[src/rtl/pfx_pkg.sv]
package pfx_pkg;

    // Carry-tree wiring codes
    localparam int TOPO_DENSE   = 0;
    localparam int TOPO_SPARSE  = 1;
    localparam int TOPO_MINCELL = 2;

    // Span of one ripple group in the sparse wiring
    localparam int GRP_BITS = 4;

    // One prefix position: generate and propagate
    typedef struct packed {
        logic g;
        logic p;
    } gp_t;

    // Full combining cell: keeps both group terms
    function automatic gp_t gp_black(input gp_t hi, input gp_t lo);
        gp_t r;
        r.g = hi.g | (hi.p & lo.g);
        r.p = hi.p & lo.p;
        return r;
    endfunction

    // Reduced cell: the lower operand already reaches the carry-in
    // position, whose propagate is zero, so the group propagate is zero
    function automatic gp_t gp_gray(input gp_t hi, input gp_t lo);
        gp_t r;
        r.g = hi.g | (hi.p & lo.g);
        r.p = 1'b0;
        return r;
    endfunction

    function automatic bit topo_valid(input int t);
        return (t == TOPO_DENSE) || (t == TOPO_SPARSE) || (t == TOPO_MINCELL);
    endfunction

endpackage

[src/rtl/pfx_bitgen.sv]
module pfx_bitgen
    import pfx_pkg::*;
#(
    parameter int WIDTH = 16,
    localparam int NODES = WIDTH + 1
) (
    input  logic [WIDTH-1:0] opnd_a,
    input  logic [WIDTH-1:0] opnd_b,
    input  logic             carry_in,
    output gp_t  [NODES-1:0] node,
    output logic [WIDTH-1:0] bit_p
);

    // Position 0 holds the carry-in as a pure generate
    assign node[0] = '{g: carry_in, p: 1'b0};

    for (genvar i = 0; i < WIDTH; i++) begin : g_bit
        assign node[i+1] = '{g: opnd_a[i] & opnd_b[i], p: opnd_a[i] ^ opnd_b[i]};
    end

    assign bit_p = opnd_a ^ opnd_b;

endmodule

[src/rtl/pfx_ks_net.sv]
// Dense logarithmic prefix network. Leaf 0 must carry a zero propagate.
module pfx_ks_net
    import pfx_pkg::*;
#(
    parameter int N = 17,
    localparam int LV = $clog2(N)
) (
    input  gp_t  [N-1:0] leaf,
    output logic [N-1:0] grp_g,
    output logic [N-1:0] grp_p
);

    gp_t [N-1:0] stg [LV+1];

    assign stg[0] = leaf;

    for (genvar l = 0; l < LV; l++) begin : g_lvl
        localparam int SPAN = 1 << l;
        for (genvar j = 0; j < N; j++) begin : g_node
            if (j >= 2 * SPAN) begin : g_blk
                assign stg[l+1][j] = gp_black(stg[l][j], stg[l][j-SPAN]);
            end else if (j >= SPAN) begin : g_gry
                assign stg[l+1][j] = gp_gray(stg[l][j], stg[l][j-SPAN]);
            end else begin : g_pass
                assign stg[l+1][j] = stg[l][j];
            end
        end
    end

    for (genvar j = 0; j < N; j++) begin : g_out
        assign grp_g[j] = stg[LV][j].g;
        assign grp_p[j] = stg[LV][j].p;
    end

endmodule

[src/rtl/pfx_bk_net.sv]
// Minimal-cell prefix network: up-sweep to power-of-two roots, then a
// down-sweep fills the remaining positions. Leaf 0 has zero propagate.
module pfx_bk_net
    import pfx_pkg::*;
#(
    parameter int N = 17,
    localparam int LV = $clog2(N),
    localparam int ST = 2 * LV - 1
) (
    input  gp_t  [N-1:0] leaf,
    output logic [N-1:0] grp_g,
    output logic [N-1:0] grp_p
);

    gp_t [N-1:0] stg [ST+1];

    assign stg[0] = leaf;

    for (genvar s = 0; s < ST; s++) begin : g_stage
        localparam bit UP   = (s < LV);
        localparam int LVL  = UP ? s : (2 * LV - 2 - s);
        localparam int SPAN = 1 << LVL;
        for (genvar j = 0; j < N; j++) begin : g_node
            if (UP && ((j + 1) % (2 * SPAN) == 0)) begin : g_up
                if (j == 2 * SPAN - 1) begin : g_gry
                    assign stg[s+1][j] = gp_gray(stg[s][j], stg[s][j-SPAN]);
                end else begin : g_blk
                    assign stg[s+1][j] = gp_black(stg[s][j], stg[s][j-SPAN]);
                end
            end else if (!UP && ((j + 1) % (2 * SPAN) == SPAN) && (j >= 2 * SPAN)) begin : g_dn
                assign stg[s+1][j] = gp_gray(stg[s][j], stg[s][j-SPAN]);
            end else begin : g_pass
                assign stg[s+1][j] = stg[s][j];
            end
        end
    end

    for (genvar j = 0; j < N; j++) begin : g_out
        assign grp_g[j] = stg[ST][j].g;
        assign grp_p[j] = stg[ST][j].p;
    end

endmodule

[src/rtl/pfx_carry_tree.sv]
// carry[i] is the carry into bit i; carry[WIDTH] is the carry out.
module pfx_carry_tree
    import pfx_pkg::*;
#(
    parameter int WIDTH = 16,
    parameter int TOPO  = TOPO_DENSE,
    localparam int NODES = WIDTH + 1
) (
    input  gp_t  [NODES-1:0] node,
    output logic [WIDTH:0]   carry
);

    if (!topo_valid(TOPO)) begin : g_bad_topo
        $error("pfx_carry_tree: TOPO %0d selects no carry tree", TOPO);
    end

    if (TOPO == TOPO_DENSE) begin : g_dense
        logic [NODES-1:0] p_unused;
        pfx_ks_net #(.N(NODES)) u_net (
            .leaf  (node),
            .grp_g (carry),
            .grp_p (p_unused)
        );
    end else if (TOPO == TOPO_MINCELL) begin : g_mincell
        logic [NODES-1:0] p_unused;
        pfx_bk_net #(.N(NODES)) u_net (
            .leaf  (node),
            .grp_g (carry),
            .grp_p (p_unused)
        );
    end else if (TOPO == TOPO_SPARSE) begin : g_sparse
        localparam int NGRP = WIDTH / GRP_BITS;

        if (WIDTH % GRP_BITS != 0) begin : g_bad_width
            $error("pfx_carry_tree: WIDTH %0d not a multiple of %0d", WIDTH, GRP_BITS);
        end

        gp_t  [NGRP:0] blk;
        logic [NGRP:0] blk_c;
        logic [NGRP:0] p_unused;

        assign blk[0] = node[0];

        // Fold each group's bit pairs into one block pair
        for (genvar k = 0; k < NGRP; k++) begin : g_grp
            localparam int LO = k * GRP_BITS + 1;
            gp_t [GRP_BITS-1:0] fold;
            assign fold[0] = node[LO];
            for (genvar i = 1; i < GRP_BITS; i++) begin : g_fold
                assign fold[i] = gp_black(node[LO+i], fold[i-1]);
            end
            assign blk[k+1] = fold[GRP_BITS-1];
        end

        // Prefix tree over block pairs gives every boundary carry
        pfx_ks_net #(.N(NGRP + 1)) u_net (
            .leaf  (blk),
            .grp_g (blk_c),
            .grp_p (p_unused)
        );

        for (genvar k = 0; k <= NGRP; k++) begin : g_bnd
            assign carry[k*GRP_BITS] = blk_c[k];
        end

        // Short ripple fills the carries inside each group
        for (genvar k = 0; k < NGRP; k++) begin : g_rip
            for (genvar i = 0; i < GRP_BITS - 1; i++) begin : g_bit
                localparam int B = k * GRP_BITS + i;
                assign carry[B+1] = node[B+1].g | (node[B+1].p & carry[B]);
            end
        end
    end

endmodule

[src/rtl/pfx_adder.sv]
module pfx_adder
    import pfx_pkg::*;
#(
    parameter int WIDTH = 16,
    parameter int TOPO  = TOPO_DENSE
) (
    input  logic [WIDTH-1:0] opnd_a,
    input  logic [WIDTH-1:0] opnd_b,
    input  logic             carry_in,
    output logic [WIDTH-1:0] sum,
    output logic             carry_out
);

    localparam int NODES = WIDTH + 1;

    gp_t  [NODES-1:0] node;
    logic [WIDTH-1:0] bit_p;
    logic [WIDTH:0]   carry;

    pfx_bitgen #(.WIDTH(WIDTH)) u_bitgen (
        .opnd_a   (opnd_a),
        .opnd_b   (opnd_b),
        .carry_in (carry_in),
        .node     (node),
        .bit_p    (bit_p)
    );

    pfx_carry_tree #(.WIDTH(WIDTH), .TOPO(TOPO)) u_tree (
        .node  (node),
        .carry (carry)
    );

    assign sum       = bit_p ^ carry[WIDTH-1:0];
    assign carry_out = carry[WIDTH];

endmodule

[config.mk]
export PLATFORM = sky130hd
export DESIGN_NAME = pfx_adder
export DESIGN_NICKNAME = d
export VERILOG_FILES = /design/src/rtl/pfx_pkg.sv /design/src/rtl/pfx_bitgen.sv /design/src/rtl/pfx_ks_net.sv /design/src/rtl/pfx_bk_net.sv /design/src/rtl/pfx_carry_tree.sv /design/src/rtl/pfx_adder.sv
export SDC_FILE = /design/constraint.sdc
export NUM_CORES = 1
export LEC_CHECK = 0
export ABC_AREA = 1
export ABC_CLOCK_PERIOD_IN_PS = 4200
export BUFFER_PORTS_ARGS = -buffer_cell sky130_fd_sc_hd__clkbuf_2
export CAP_MARGIN = 40
export CORE_AREA = 2 2 47 49
export DETAILED_ROUTE_END_ITERATION = 8
export DIE_AREA = 0 0 49 51
export PLACE_DENSITY = 0.9
export SLEW_MARGIN = 15
export SYNTH_ARGS = -nofsm -noshare
export SYNTH_HDL_FRONTEND = slang
export SYNTH_SLANG_ARGS = --single-unit
[constraint.sdc]
create_clock -name vclk -period 4.2
set_input_delay 0.84 -clock vclk [all_inputs]
set_output_delay 0.84 -clock vclk [all_outputs]
set_load 0.01 [all_outputs]
==> metrics.txt <==
# TYPE chip_impl_metric gauge
chip_impl_info{name="status",value="finished, final reports clean"} 1
chip_impl_metric{name="globalRouteTotalUtil",unit=""} 0.197
chip_impl_metric{name="fillCellCount",unit=""} 216
chip_impl_metric{name="fin_nets",unit=""} 307
chip_impl_metric{name="grt_antenna_before_repair",unit=""} 0
chip_impl_metric{name="slew_viol_final",unit=""} 0
chip_impl_metric{name="synthesis.nets",unit=""} 255
chip_impl_metric{name="post-route-min-period",unit="ps"} 3000
chip_impl_metric{name="layout.area.seq",unit="µm²"} 0
chip_impl_info{name="setup.worst_path.start_class",value="input port"} 1
chip_impl_metric{name="cts_hold_buf",unit=""} 0
chip_impl_metric{name="layout-drive-gt1-share",unit=""} 0.263
chip_impl_metric{name="timing.final.setup_violations",unit=""} 0
chip_impl_metric{name="syn-mean-instance-area",unit="µm²"} 5.09
chip_impl_metric{name="power_frac_clock",unit=""} 0
chip_impl_metric{name="drt_first_iter_violations",unit=""} 46
chip_impl_info{name="cp_common_cell",value="sky130_fd_sc_hd__nand2_1"} 1
chip_impl_metric{name="dr_total_vias",unit=""} 1340
chip_impl_metric{name="place.detailed.instances",unit=""} 283
chip_impl_metric{name="power_frac_seq",unit=""} 0
chip_impl_metric{name="grt_ovf",unit=""} 0
chip_impl_info{name="path_delay_family",value="simple AND/OR/NAND/NOR gates"} 1
chip_impl_metric{name="layoutNonFillerInstCount",unit=""} 283
chip_impl_metric{name="grt_first_pass_wirelength",unit="µm"} 4100
chip_impl_metric{name="stdcell_area",unit="µm²"} 1330
chip_impl_metric{name="power_leakage",unit="µW"} 0.000939
chip_impl_metric{name="io_buffers",unit=""} 50
chip_impl_metric{name="drc",unit=""} 0
chip_impl_metric{name="std_cell_rows",unit=""} 17
chip_impl_metric{name="antenna_cells_inserted",unit=""} 0
chip_impl_metric{name="max_fclk",unit="MHz"} 334
chip_impl_metric{name="cp_data_required_time",unit="ps"} 3360
chip_impl_info{name="critPathSlowestCell",value="sky130_fd_sc_hd__fa_1"} 1
chip_impl_metric{name="fin_setup_tns",unit="ps"} 0
chip_impl_metric{name="top_level_ports",unit=""} 50
chip_impl_metric{name="grt_max_degree",unit=""} 6
chip_impl_metric{name="die_h",unit="µm"} 51
chip_impl_metric{name="finalHoldViolations",unit=""} 0
chip_impl_metric{name="critical_path.max_stage_delay",unit="ps"} 450
chip_impl_metric{name="timing.critical_path.arrival",unit="ps"} 2160
chip_impl_metric{name="post-dp-hpwl",unit="µm"} 2250
chip_impl_metric{name="power_frac_comb",unit=""} 1.000
chip_impl_metric{name="syn2layout_area_growth",unit="%"} 27.3
chip_impl_metric{name="nFlopsAndLatches",unit=""} 0
chip_impl_metric{name="drt.antenna.violating_nets",unit=""} 0
chip_impl_info{name="holdCritPathClass",value="input port to primary output"} 1
chip_impl_metric{name="power_density",unit="nW/µm²"} 155
chip_impl_metric{name="internal_power",unit="µW"} 83.5
chip_impl_metric{name="dieArea",unit="µm²"} 2500
chip_impl_metric{name="synthesis.area",unit="µm²"} 1040
chip_impl_metric{name="vdd.ir_drop.worst",unit="µV"} 73.4
chip_impl_metric{name="critPathBufInv",unit=""} 2
chip_impl_metric{name="drt_wl_total",unit="µm"} 2430
chip_impl_metric{name="cap_violations",unit=""} 0
chip_impl_metric{name="finish.utilization",unit=""} 0.644
chip_impl_metric{name="die_width",unit="µm"} 49
chip_impl_metric{name="detail_route.first_pass.iterations",unit=""} 4
chip_impl_metric{name="netlist_instances",unit=""} 205
chip_impl_metric{name="vias_per_cell",unit=""} 4.73
chip_impl_metric{name="place_congestion",unit=""} 0.912
chip_impl_info{name="setup.worst_path.class",value="input port to primary output"} 1
chip_impl_info{name="unrepaired_setup_endpoints_after_global_routing",value="no"} 1
chip_impl_metric{name="floorplan.initialDensity",unit=""} 0.506
chip_impl_metric{name="placed_area",unit="µm²"} 1330
chip_impl_metric{name="yosysUniqueCellTypes",unit=""} 19
chip_impl_info{name="worstPathCellList",value="clkbuf_2 > fa_1 > nand2_1 > nand2_1 > nand3_1 > nand2_1 > nand2_1 > nand2_1 > nand2_1 > nand2_1 > clkbuf_2"} 1
chip_impl_metric{name="switching_share_of_total_power",unit=""} 0.593
chip_impl_info{name="worst_setup_path_end_kind",value="primary output"} 1
chip_impl_metric{name="yosysSeqAreaShare",unit=""} 0
chip_impl_metric{name="post_cts_buffers",unit=""} 0
chip_impl_metric{name="power_switching",unit="µW"} 122
chip_impl_metric{name="synth_warnings",unit=""} 0
chip_impl_metric{name="final.clkbuf_count",unit=""} 0
chip_impl_metric{name="cts_resized",unit=""} 0
chip_impl_metric{name="core",unit="µm²"} 2060
chip_impl_metric{name="total_power",unit="µW"} 205
chip_impl_metric{name="worst-slew-pin-transition",unit="ps"} 191
chip_impl_metric{name="slew_headroom",unit=""} 0.872
chip_impl_metric{name="first_global_vias",unit=""} 1007
chip_impl_metric{name="wire_per_inst",unit="µm"} 8.60
chip_impl_metric{name="layout_worst_path_cycle_share",unit=""} 0.713
chip_impl_metric{name="crit_path_max_fanout",unit=""} 3
==> cell usage in the layout (no fill, tap or decap), drive strengths merged <==
cell type / Yosys / layout
nand2: 96 / 96
clkbuf: 0 / 50
inv: 47 / 47
ha: 16 / 16
nand3: 12 / 12
a21oi: 9 / 9
nor2: 9 / 9
xor2: 6 / 6
nor3: 5 / 5
or2: 1 / 1
nand3b: 1 / 1
xnor2: 1 / 1
a21o: 1 / 1
fa: 1 / 1
==> per-layer routing <==
layer	GRT usage	share of wire
met2	0.358	0.50
met3	0	0.062
met4	0	0.0058
met1	0.278	0.43
met5	0	0
==> cells in the mapped netlist, types with 2 or more instances <==
master / count / share of area
sky130_fd_sc_hd__nor2_1: 7 / 0.025
sky130_fd_sc_hd__nor3_2: 3 / 0.029
sky130_fd_sc_hd__xor2_1: 6 / 0.050
sky130_fd_sc_hd__inv_2: 7 / 0.025
sky130_fd_sc_hd__nor2_2: 2 / 0.012
sky130_fd_sc_hd__nor3_1: 2 / 0.0096
sky130_fd_sc_hd__a21oi_1: 9 / 0.043
sky130_fd_sc_hd__inv_1: 40 / 0.14
sky130_fd_sc_hd__nand3_1: 11 / 0.053
sky130_fd_sc_hd__ha_1: 16 / 0.19
sky130_fd_sc_hd__nand2_2: 3 / 0.018
sky130_fd_sc_hd__nand2_1: 92 / 0.33
==> path summary, 6_finish.rpt <==
path	startpoint	to	slack, ps	depth (start not counted)
worst min-delay path	carry_in	sum[0]	2050	3
worst max-delay path	opnd_a[0]	sum[15]	1200	11
==> logic make-up after synthesis <==
| kind of cell | count (synthesis) | share of synthesized area |
|---|---|---|
| compound gates | 10 | 0.0504 |
| buf+inv | 47 | 0.169 |
| xor+xnor | 7 | 0.0588 |
| simple gates | 124 | 0.511 |
| fa+ha+maj | 17 | 0.211 |
==> power groups by stage <==
stage          sequential (µW)  clock [µW]  combinational (µW)
2_1_floorplan                0           0                 138
3_3_place_gp                 0           0                 201
3_5_place_dp                 0           0                 205
4_1_cts                      0           0                 206
5_1_grt                      0           0                 232
6_report                     0           0                 205
==> tightest hold or removal path, delay by kind of cell <==
| kind | cells | cell delay [ps] |
|---|---|---|
| fa+ha+maj | 1 | 150 |
| buf+inv | 2 | 220 |
==> through the flow <==
step / setup slack (ps) / hold WS (ps)
2_1_floorplan: 1530 / 1870
3_3_place_gp: 1230 / 2050
3_5_place_dp: 1210 / 2050
4_1_cts: 1210 / 2050
5_1_grt: 1040 / 2070
6_report: 1200 / 2050
==> layout make-up <==
cell class / count / area, µm² / share of cell area
Multi-Input combinational cell: 158 / 867 / 0.653
Timing Repair Buffer: 50 / 250 / 0.188
Inverter: 47 / 176 / 0.133
Tap cell: 28 / 35.0 / 0.0264
Note: power is estimated with default switching activity, not from simulation.
